[src/rtl/hs_pkg.sv]
package hs_pkg;

    typedef enum logic [1:0] {
        HS_IDLE,
        HS_LOAD,
        HS_OUT,
        HS_FINISH
    } hs_state_e;

    function automatic int count_width(input int max_len);
        return $clog2(max_len + 1);
    endfunction

    function automatic int sum_width(input int data_w, input int max_len);
        return data_w + count_width(max_len);
    endfunction

endpackage

[src/rtl/hs_hist_bank.sv]
module hs_hist_bank #(
    parameter int BINS  = 16,
    parameter int IDX_W = 4,
    parameter int CNT_W = 7
) (
    input  logic                       clk,
    input  logic                       rst,
    input  logic                       inc_en,
    input  logic [IDX_W-1:0]           inc_idx,
    input  logic                       clr_en,
    input  logic [IDX_W-1:0]           clr_idx,
    output logic [BINS-1:0][CNT_W-1:0] counts,
    output logic [BINS-1:0]            occupied
);

    for (genvar g = 0; g < BINS; g++) begin : g_bin
        always_ff @(posedge clk) begin
            if (rst) begin
                counts[g] <= '0;
            end else if (clr_en && (clr_idx == IDX_W'(g))) begin
                counts[g] <= '0;
            end else if (inc_en && (inc_idx == IDX_W'(g))) begin
                counts[g] <= counts[g] + CNT_W'(1);
            end
        end
        assign occupied[g] = |counts[g];
    end

    // a bin never wraps when it is incremented
    a_r1_no_wrap: assert property (@(posedge clk) disable iff (rst)
        inc_en |-> (counts[inc_idx] != {CNT_W{1'b1}}));

    // a drained bin reads empty on the next cycle
    a_r12_bin_drained: assert property (@(posedge clk) disable iff (rst)
        (clr_en && !inc_en) |=> (counts[$past(clr_idx)] == '0));

endmodule

[src/rtl/hs_bin_scan.sv]
module hs_bin_scan #(
    parameter int BINS  = 16,
    parameter int IDX_W = 4
) (
    input  logic [BINS-1:0]  occ,
    input  logic [IDX_W-1:0] base_idx,
    output logic [IDX_W-1:0] nxt,
    output logic             found
);

    always_comb begin
        found = 1'b0;
        nxt   = '0;
        for (int i = BINS - 1; i >= 0; i--) begin
            if (occ[i] && (i > int'(base_idx))) begin
                found = 1'b1;
                nxt   = IDX_W'(i);
            end
        end
    end

endmodule

[src/rtl/hs_divider.sv]
module hs_divider #(
    parameter int DIVD_W = 11,
    parameter int DIVS_W = 7
) (
    input  logic              clk,
    input  logic              rst,
    input  logic              start,
    input  logic [DIVD_W-1:0] dividend,
    input  logic [DIVS_W-1:0] divisor,
    output logic              done,
    output logic [DIVD_W-1:0] quotient
);

    localparam int STEP_W = $clog2(DIVD_W + 1);

    logic [DIVD_W-1:0] quo_r;
    logic [DIVS_W-1:0] rem_r;
    logic [DIVS_W-1:0] divs_r;
    logic [STEP_W-1:0] step_r;
    logic              busy_r;
    logic [DIVS_W:0]   trial;
    logic [DIVS_W:0]   rem_next;
    logic              fits;

    always_comb begin
        trial    = {rem_r, quo_r[DIVD_W-1]};
        fits     = (trial >= {1'b0, divs_r});
        rem_next = fits ? (trial - {1'b0, divs_r}) : trial;
    end

    always_ff @(posedge clk) begin
        if (rst) begin
            quo_r  <= '0;
            rem_r  <= '0;
            divs_r <= '0;
            step_r <= '0;
            busy_r <= 1'b0;
            done   <= 1'b0;
        end else if (start) begin
            quo_r  <= dividend;
            rem_r  <= '0;
            divs_r <= divisor;
            step_r <= '0;
            busy_r <= 1'b1;
            done   <= 1'b0;
        end else if (busy_r) begin
            rem_r  <= rem_next[DIVS_W-1:0];
            quo_r  <= {quo_r[DIVD_W-2:0], fits};
            step_r <= step_r + STEP_W'(1);
            if (step_r == STEP_W'(DIVD_W - 1)) begin
                busy_r <= 1'b0;
                done   <= 1'b1;
            end
        end
    end

    assign quotient = quo_r;

    // partial remainder always fits the divisor width
    a_r7_rem_fits: assert property (@(posedge clk) disable iff (rst)
        busy_r |-> !rem_next[DIVS_W]);

    // final remainder is smaller than the divisor
    a_r7_rem_below: assert property (@(posedge clk) disable iff (rst)
        (done && divs_r != '0) |-> (rem_r < divs_r));

endmodule

[src/rtl/hist_sort_top.sv]
module hist_sort_top
    import hs_pkg::*;
#(
    parameter int DATA_W  = 4,
    parameter int MAX_LEN = 64
) (
    input  logic              clk,
    input  logic              rst,
    input  logic              in_valid,
    input  logic              in_last,
    input  logic [DATA_W-1:0] in_data,
    output logic              out_valid,
    output logic              out_last,
    output logic [DATA_W-1:0] out_data,
    output logic              stat_done,
    output logic [DATA_W-1:0] stat_min,
    output logic [DATA_W-1:0] stat_max,
    output logic [DATA_W-1:0] stat_median,
    output logic [DATA_W-1:0] stat_mean,
    output logic [DATA_W-1:0] stat_mode,
    output logic              err_overflow
);

    localparam int BINS  = 1 << DATA_W;
    localparam int CNT_W = count_width(MAX_LEN);
    localparam int SUM_W = sum_width(DATA_W, MAX_LEN);

    hs_state_e st;

    logic [CNT_W-1:0]  n_cnt, n_total, med_pos, bin_used, out_cnt, best_cnt;
    logic [SUM_W-1:0]  sum_r;
    logic [DATA_W-1:0] min_r, max_r, cursor, median_r, mode_r, mean_r;
    logic              done_r, err_r;

    logic [BINS-1:0][CNT_W-1:0] bin_cnt;
    logic [BINS-1:0]            bin_occ;

    logic              accept_ok, first_w, room, take, closing;
    logic [CNT_W-1:0]  n_next, cur_cnt;
    logic [SUM_W-1:0]  sum_next;
    logic [DATA_W-1:0] min_next, max_next, scan_nxt;
    logic              scan_found, emitting, bin_end, is_last;
    logic              div_done;
    logic [SUM_W-1:0]  div_quo;

    always_comb begin
        accept_ok = in_valid && ((st == HS_IDLE) || (st == HS_LOAD));
        first_w   = (st == HS_IDLE);
        room      = first_w || (n_cnt < CNT_W'(MAX_LEN));
        take      = accept_ok && room;
        closing   = accept_ok && in_last;
        n_next    = first_w ? CNT_W'(1) : (n_cnt + (take ? CNT_W'(1) : CNT_W'(0)));
        sum_next  = (first_w ? '0 : sum_r) + (take ? SUM_W'(in_data) : '0);
        if (first_w) begin
            min_next = in_data;
            max_next = in_data;
        end else begin
            min_next = (take && (in_data < min_r)) ? in_data : min_r;
            max_next = (take && (in_data > max_r)) ? in_data : max_r;
        end
        emitting = (st == HS_OUT);
        cur_cnt  = bin_cnt[cursor];
        bin_end  = emitting && ((bin_used + CNT_W'(1)) == cur_cnt);
        is_last  = emitting && (out_cnt == (n_total - CNT_W'(1)));
    end

    hs_hist_bank #(
        .BINS  (BINS),
        .IDX_W (DATA_W),
        .CNT_W (CNT_W)
    ) bank_i (
        .clk      (clk),
        .rst      (rst),
        .inc_en   (take),
        .inc_idx  (in_data),
        .clr_en   (bin_end),
        .clr_idx  (cursor),
        .counts   (bin_cnt),
        .occupied (bin_occ)
    );

    hs_bin_scan #(
        .BINS  (BINS),
        .IDX_W (DATA_W)
    ) scan_i (
        .occ      (bin_occ),
        .base_idx (cursor),
        .nxt      (scan_nxt),
        .found    (scan_found)
    );

    hs_divider #(
        .DIVD_W (SUM_W),
        .DIVS_W (CNT_W)
    ) div_i (
        .clk      (clk),
        .rst      (rst),
        .start    (closing),
        .dividend (sum_next),
        .divisor  (n_next),
        .done     (div_done),
        .quotient (div_quo)
    );

    always_ff @(posedge clk) begin
        if (rst) begin
            st       <= HS_IDLE;
            n_cnt    <= '0;
            n_total  <= '0;
            med_pos  <= '0;
            bin_used <= '0;
            out_cnt  <= '0;
            best_cnt <= '0;
            sum_r    <= '0;
            min_r    <= '0;
            max_r    <= '0;
            cursor   <= '0;
            median_r <= '0;
            mode_r   <= '0;
            mean_r   <= '0;
            done_r   <= 1'b0;
            err_r    <= 1'b0;
        end else begin
            case (st)
                HS_IDLE, HS_LOAD: begin
                    if (accept_ok) begin
                        n_cnt <= n_next;
                        sum_r <= sum_next;
                        min_r <= min_next;
                        max_r <= max_next;
                        st    <= closing ? HS_OUT : HS_LOAD;
                        if (first_w) begin
                            done_r <= 1'b0;
                            err_r  <= 1'b0;
                        end else if (!room) begin
                            err_r <= 1'b1;
                        end
                        if (closing) begin
                            cursor   <= min_next;
                            n_total  <= n_next;
                            med_pos  <= (n_next - CNT_W'(1)) >> 1;
                            bin_used <= '0;
                            out_cnt  <= '0;
                            best_cnt <= '0;
                        end
                    end
                end
                HS_OUT: begin
                    out_cnt <= out_cnt + CNT_W'(1);
                    if (out_cnt == med_pos) begin
                        median_r <= cursor;
                    end
                    if (bin_end) begin
                        bin_used <= '0;
                        cursor   <= scan_nxt;
                        if (cur_cnt > best_cnt) begin
                            best_cnt <= cur_cnt;
                            mode_r   <= cursor;
                        end
                    end else begin
                        bin_used <= bin_used + CNT_W'(1);
                    end
                    if (is_last) begin
                        st <= HS_FINISH;
                    end
                end
                HS_FINISH: begin
                    if (div_done) begin
                        mean_r <= div_quo[DATA_W-1:0];
                        done_r <= 1'b1;
                        st     <= HS_IDLE;
                    end
                end
                default: st <= HS_IDLE;
            endcase
        end
    end

    assign out_valid    = emitting;
    assign out_data     = cursor;
    assign out_last     = is_last;
    assign stat_done    = done_r;
    assign stat_min     = min_r;
    assign stat_max     = max_r;
    assign stat_median  = median_r;
    assign stat_mean    = mean_r;
    assign stat_mode    = mode_r;
    assign err_overflow = err_r;

    // the stream starts on the cycle after the closing word
    a_r3_stream_starts: assert property (@(posedge clk) disable iff (rst)
        closing |=> out_valid);

    // consecutive stream elements never decrease
    a_r2_ascending: assert property (@(posedge clk) disable iff (rst)
        (out_valid && $past(out_valid)) |-> (out_data >= $past(out_data)));

    // a drained bin always has an occupied successor unless the stream ends
    a_r2_next_exists: assert property (@(posedge clk) disable iff (rst)
        (bin_end && !is_last) |-> scan_found);

    // the stream stops right after its last element
    a_r4_last_ends: assert property (@(posedge clk) disable iff (rst)
        (out_valid && out_last) |=> !out_valid);

    // every bin is empty whenever the block waits for a new array
    a_r12_idle_clean: assert property (@(posedge clk) disable iff (rst)
        (st == HS_IDLE) |-> (bin_occ == '0));

    // the kept count never passes the limit
    a_r11_count_cap: assert property (@(posedge clk) disable iff (rst)
        (st != HS_IDLE) |-> (n_cnt <= CNT_W'(MAX_LEN)));

    // statistics are never flagged done while the stream runs
    a_r13_done_quiet: assert property (@(posedge clk) disable iff (rst)
        out_valid |-> !stat_done);

    // reported minimum never exceeds maximum
    a_r5_min_le_max: assert property (@(posedge clk) disable iff (rst)
        stat_done |-> (stat_min <= stat_max));

    // the mean quotient fits in a data word
    a_r7_mean_fits: assert property (@(posedge clk) disable iff (rst)
        (st == HS_FINISH && div_done) |-> ((div_quo >> DATA_W) == '0));

endmodule

[config.mk]
export PLATFORM = sky130hd
export DESIGN_NAME = hist_sort_top
export DESIGN_NICKNAME = d
export VERILOG_FILES = /design/src/rtl/hs_pkg.sv /design/src/rtl/hs_hist_bank.sv /design/src/rtl/hs_bin_scan.sv /design/src/rtl/hs_divider.sv /design/src/rtl/hist_sort_top.sv
export SDC_FILE = /design/constraint.sdc
export NUM_CORES = 1
export LEC_CHECK = 0
export ABC_CLOCK_PERIOD_IN_PS = 7050
export BUFFER_PORTS_ARGS = -buffer_cell sky130_fd_sc_hd__buf_4
export CORE_UTILIZATION = 50
export CTS_CLUSTER_DIAMETER = 60
export DETAILED_ROUTE_END_ITERATION = 16
export PLACE_DENSITY = 0.66
export SLEW_MARGIN = 25
export SYNTH_ARGS = -nofsm -noshare
export SYNTH_HDL_FRONTEND = slang
export SYNTH_HIERARCHICAL = 1
export SYNTH_SLANG_ARGS = --single-unit
[constraint.sdc]
create_clock -name clk -period 7.05 [get_ports clk]
set_input_delay 1.41 -clock clk [delete_from_list [all_inputs] [get_ports clk]]
set_output_delay 1.41 -clock clk [all_outputs]
set_load 0.1 [all_outputs]
==> results of run 1 <==
-- layout make-up --
cell class | instances | share of cell area, %
Clock buffer | 40 | 5.334
Clock inverter | 11 | 0.6126
Inverter | 89 | 2.181
Multi-Input combinational cell | 1277 | 57.09
Sequential cell | 223 | 29.17
Tap cell | 378 | 3.087
Timing Repair Buffer | 51 | 2.524
-- final timing paths --
check	slack [ns]	from	cells past startpoint	to
max	1.73	out_data[0]	8	bank_i/counts[2]
min	0.46	stat_mean[2]	2	stat_mean[2]
max reg2reg	1.73	out_data[0]	8	bank_i/counts[2]
min reg2reg	0.46	stat_mean[2]	2	stat_mean[2]
-- per-stage QoR --
stage               hold WS [ns]  power (mW)
floorplan                 0.4318       1.822
global placement          0.4377       1.947
detailed placement        0.4492       1.955
CTS                       0.4572       3.362
global route              0.4849       3.476
finish                    0.4594       3.337
-- worst max-delay path: stages (launching register included) --
cell	delay, ns
dfxtp_2	0.96
mux4_1	0.66
mux4_2	0.54
xnor2_1	0.18
or4_1	0.91
nor3_1	0.62
or3b_2	0.67
o21ai_0	0.54
a21oi_1	0.08
-- per-layer routing --
layer,part of all wire (%),routed length [um],up-vias
met5,0,0,-
met4,4.2,1648,0
met3,5.7,2274,106
met2,47,18600,448
met1,43,17050,6182
li1,-,-,6274
-- power breakdown --
part | switching, mW | total [mW] | internal, mW
Sequential | 0.0560 | 1.35 | 1.29
Combinational | 0.401 | 0.587 | 0.186
Clock | 0.560 | 1.40 | 0.842
==> flow_summary.yaml, run 1 <==
floorplan:
  num_io_pins: 36
  die_area_um2: 28780
  core_area_um2: 27710
  initial_core_util_pct: 50.73
  rows: 61
  die_h_um: 169.7
  die_w_um: 169.7
critical_path:
  critical_path.max_fanout: 43
  critical_path_required_ns: 7.45
  arrival_ns: 5.71
  crit_type: "reg2reg"
  worstSetupEndpointType: "register"
  worstSetupStartpointType: "register"
sta:
  finalHoldViolations: 0
  setup_slack_ns: 1.733
  tightest_slew_ns: 0.9639
  fmax_ghz: 0.1881
  rsz0062_at_grt: "false"
  fin_crit_sh_pct: 75.42
  fin_setup_tns_ns: 0
  setup_violations: 0
  period_needed_ns: 5.317
  clock_skew_ns: 0.01508
  relSlewSlack_pct: 35.74
  drv_slew: 0
clocking:
  root_buffer: "clkbuf_16"
  postCtsResizedCells: 0
  postCtsSetupBuffers: 0
  cts-hold-fix-buffers: 0
  insertion_delay_ns: 0.54
  cts.path.max_buffers: 3
  clock-sinks: 223
  cts_made_buffers: 28
  cts.clk_slew.worst_paths_ns: 0.06
  cts.htree.levels: 1
  cts_tree: "built"
global_routing:
  use_met1_pct: 34.86
  grt_pass1_wl_um: 62870
  use_met3_pct: 3.731
  grt_overflow: 0
  gr-max-usage-layer: "met2"
  grt_pass1_vias: 11790
  met2_usage_pct: 45.30
  antenna_found_initial: 0
  grt_max_degree: 65
  grtUsageTotal_pct: 27.09
final_layout:
  final_util_pct: 55.29
  n_fill_cell: 2556
  nets: 1749
  areaGrowthSynthToFinish_pct: 8.991
  final_area_um2: 15320
  layout-drive-gt1-share_pct: 8.279
  regMostFlops: "bank_i/counts"
  fin_cells: 2069
  seq_area_um2: 4468
  diodes: 0
  multi_input_area_um2: 8746
  largest_reg_flops: 112
  final_common_cell: "dfxtp_1"
  layout_common_cells: "dfxtp_1 (220), a21oi_1 (172), nand2_1 (120)"
place:
  placed_cell_area_um2: 14390
  place_congestion: 0.9337
  placedCellCount: 2017
  dp_hpwl_um: 27670
  numPortBuffers: 35
  post-place-ws_ns: 1.796
logic_synthesis:
  syn_inst: 1695
  syn_avg_cell_area_um2: 8.292
  syn-num-nets: 1774
  ys_warn_count: 6
  syn-cell-area_um2: 14050
route:
  routed_wl_um: 39570
  drc: 0
  drt-pass1-iter-count: 5
  vias: 13010
  wl_per_cell_um: 19.12
  via_per_inst: 6.288
  drtIter0Drc: 1021
  antenna_left: 0
pwr:
  power.density_nw_per_um2: 217.9
  p_leak_nw: 5.097
  ir_drop_mv: 0.1702
worst_hold_path:
  hold_path_class: "reg2reg"
outcome:
  status: "completed"
job:
  cap_viol_max_count: 0
Note: power is estimated with default switching activity, not from simulation.
==> run 2: changes to the inputs <==
--- a/config.mk
+++ b/config.mk
@@ -5,12 +5,12 @@
 export SDC_FILE = /design/constraint.sdc
 export NUM_CORES = 1
 export LEC_CHECK = 0
-export ABC_CLOCK_PERIOD_IN_PS = 7050
+export ABC_CLOCK_PERIOD_IN_PS = 4440
 export BUFFER_PORTS_ARGS = -buffer_cell sky130_fd_sc_hd__buf_4
 export CORE_UTILIZATION = 50
 export CTS_CLUSTER_DIAMETER = 60
 export DETAILED_ROUTE_END_ITERATION = 16
-export PLACE_DENSITY = 0.66
+export PLACE_DENSITY = 0.69
 export SLEW_MARGIN = 25
 export SYNTH_ARGS = -nofsm -noshare
 export SYNTH_HDL_FRONTEND = slang
==> constraint.sdc (replaced) <==
create_clock -name clk -period 4.44 [get_ports clk]
set_input_delay 0.888 -clock clk [delete_from_list [all_inputs] [get_ports clk]]
set_output_delay 0.888 -clock clk [all_outputs]
set_load 0.1 [all_outputs]
==> run 2 against run 1 <==
Fmax rose by 25%. Sequential power increased by 58%. Combinational power up 65%. Critical path type unchanged. Global-route usage up 0.79 points. Critical endpoint is now bank_i/counts[102]. Die area unchanged. Clock power increased by 76%. Non-clock buffer count increased by 15.
==> flow_summary.yaml, run 2 (synthesized netlist as in run 1, its figures left out) <==
global_routing:
  antenna_found_initial: 0
  grt_overflow: 0
  grt_pass1_vias: 12150
  grtUsageTotal_pct: 27.88
  grt_max_degree: 42
  grt_pass1_wl_um: 64810
critical_path:
  crit_type: "reg2reg"
  max_stage_delay_ns: 0.64
  worstSetupStartpointType: "register"
  regToRegSetupSlack_ns: 0.20
  startpoint: "out_data[0]"
  ff2ff_path_depth: 11
  slowest_stage: "dfxtp_2"
  worstPathCellList: "buf_4 > mux4_2 > o211ai_1 > o211ai_2 > xor2_1 > or4_1 > nor3_1 > buf_4 > nand3_1 > o21ai_1 > a21oi_1"
  arrival_ns: 4.64
  worstSetupEndpointType: "register"
  crit_top_cell: "buf_4"
  reg2reg_to: "bank_i/counts[102]"
  critical_path_required_ns: 4.85
  rr_startpoint: "out_data[0]"
  critical_path.max_fanout: 22
route:
  routed_wl_um: 40100
  wl_per_cell_um: 19.25
  drtIter0Drc: 1211
  antenna_left: 0
  vias: 13210
  via_per_inst: 6.342
  drc: 0
  drt-pass1-iter-count: 5
sta:
  clock_skew_ns: 0.03428
  finalHoldViolations: 0
  fin_crit_sh_pct: 95.42
  period_needed_ns: 4.237
  rsz0062_at_grt: "true"
  fmax_ghz: 0.2360
  setup_violations: 0
  setup_slack_ns: 0.2033
  tightest_slew_ns: 0.9679
  relSlewSlack_pct: 34.88
  drv_slew: 0
floorplan:
  core_area_um2: 27710
  initial_core_util_pct: 50.73
  num_io_pins: 36
  die_h_um: 169.7
  die_w_um: 169.7
  die_area_um2: 28780
  rows: 61
final_layout:
  final_common_cell: "dfxtp_1"
  layout-drive-gt1-share_pct: 9.326
  seq_area_um2: 4469
  n_fill_cell: 2547
  fin_cells: 2083
  areaGrowthSynthToFinish_pct: 10.57
  nets: 1764
  regMostFlops: "bank_i/counts"
  largest_reg_flops: 112
  layout_common_cells: "dfxtp_1 (219), a21oi_1 (172), nand2_1 (120)"
  diodes: 0
  multi_input_area_um2: 8748
  final_area_um2: 15540
worst_hold_path:
  min_path_cells: 2
  hp-start: "sum_r[3]"
  holdPathEnd: "sum_r[3]"
  hold_path_class: "reg2reg"
outcome:
  status: "completed"
place:
  placedCellCount: 2033
  placed_cell_area_um2: 14530
  place_congestion: 0.9781
  numPortBuffers: 35
  post-place-ws_ns: 0.2548
  dp_hpwl_um: 28280
clocking:
  clock-sinks: 223
  cts.path.max_buffers: 3
  cts-hold-fix-buffers: 0
  cts.htree.levels: 1
  root_buffer: "clkbuf_16"
  cts_tree: "built"
  cts.clk_slew.worst_paths_ns: 0.06
  cts_made_buffers: 28
  insertion_delay_ns: 0.58
pwr:
  p_leak_nw: 5.212
  power.total_mw: 5.550
  ir_drop_mv: 0.3085
  power.density_nw_per_um2: 357.1
job:
  cap_viol_max_count: 0
-- run 2: metrics by stage --
stage / setup TNS (ns) / util (%) / hold WS, ns
floorplan: 0 / - / 0.4318
global placement: 0 / 52.44 / 0.4393
detailed placement: 0 / 52.44 / 0.4433
CTS: 0 / 56.07 / 0.4516
global route: -1.660 / 56.09 / 0.4795
finish: 0 / 56.09 / 0.4508
-- run 2: worst max-delay path by stage --
stage | to | slack, ns | cells past startpoint
2_1_floorplan | bank_i/counts[5] | 0.02 | 13
3_3_place_gp | bank_i/counts[7] | 0.35 | 8
3_5_place_dp | bank_i/counts[22] | 0.25 | 8
4_1_cts | bank_i/counts[24] | 0.21 | 8
5_1_grt | bank_i/counts[110] | -0.13 | 11
6_report | bank_i/counts[102] | 0.20 | 11
-- run 2: layout make-up --
type,instances,share of cell area (%)
Tap cell,378,3.043
Multi-Input combinational cell,1277,56.30
Inverter,89,2.150
Clock inverter,17,1.659
Sequential cell,223,28.76
Clock buffer,33,4.823
Timing Repair Buffer,66,3.269
-- run 2: routing by layer --
metal / wire (um) / GRT usage, %
met3: 2488 / 4.174
met2: 18700 / 45.58
met4: 1674 / 12.30
met5: 0 / 0
met1: 17230 / 36.34
-- run 2: what timing repair did --
| action | in CTS | in global routing |
|---|---|---|
| resized for setup | 0 | 3 |
| buffers inserted | 0 | 0 |
| endpoints found under the setup margin | 0 | 36 |
-- run 2: power by group --
group	leakage, nW	switching, mW	total (mW)	internal [mW]
registers	1.80	0.0743	2.13	2.05
logic	2.92	0.658	0.968	0.310
clock network	0.490	0.948	2.46	1.51
-- run 2: critical path, delay by kind of cell, from the launching register on --
kind | cells | cell delay, ns
mux | 1 | 0.52
simple gates | 3 | 1.21
xor+xnor | 1 | 0.21
flops | 1 | 0.64
compound gates | 4 | 0.99
buf+inv | 2 | 0.50
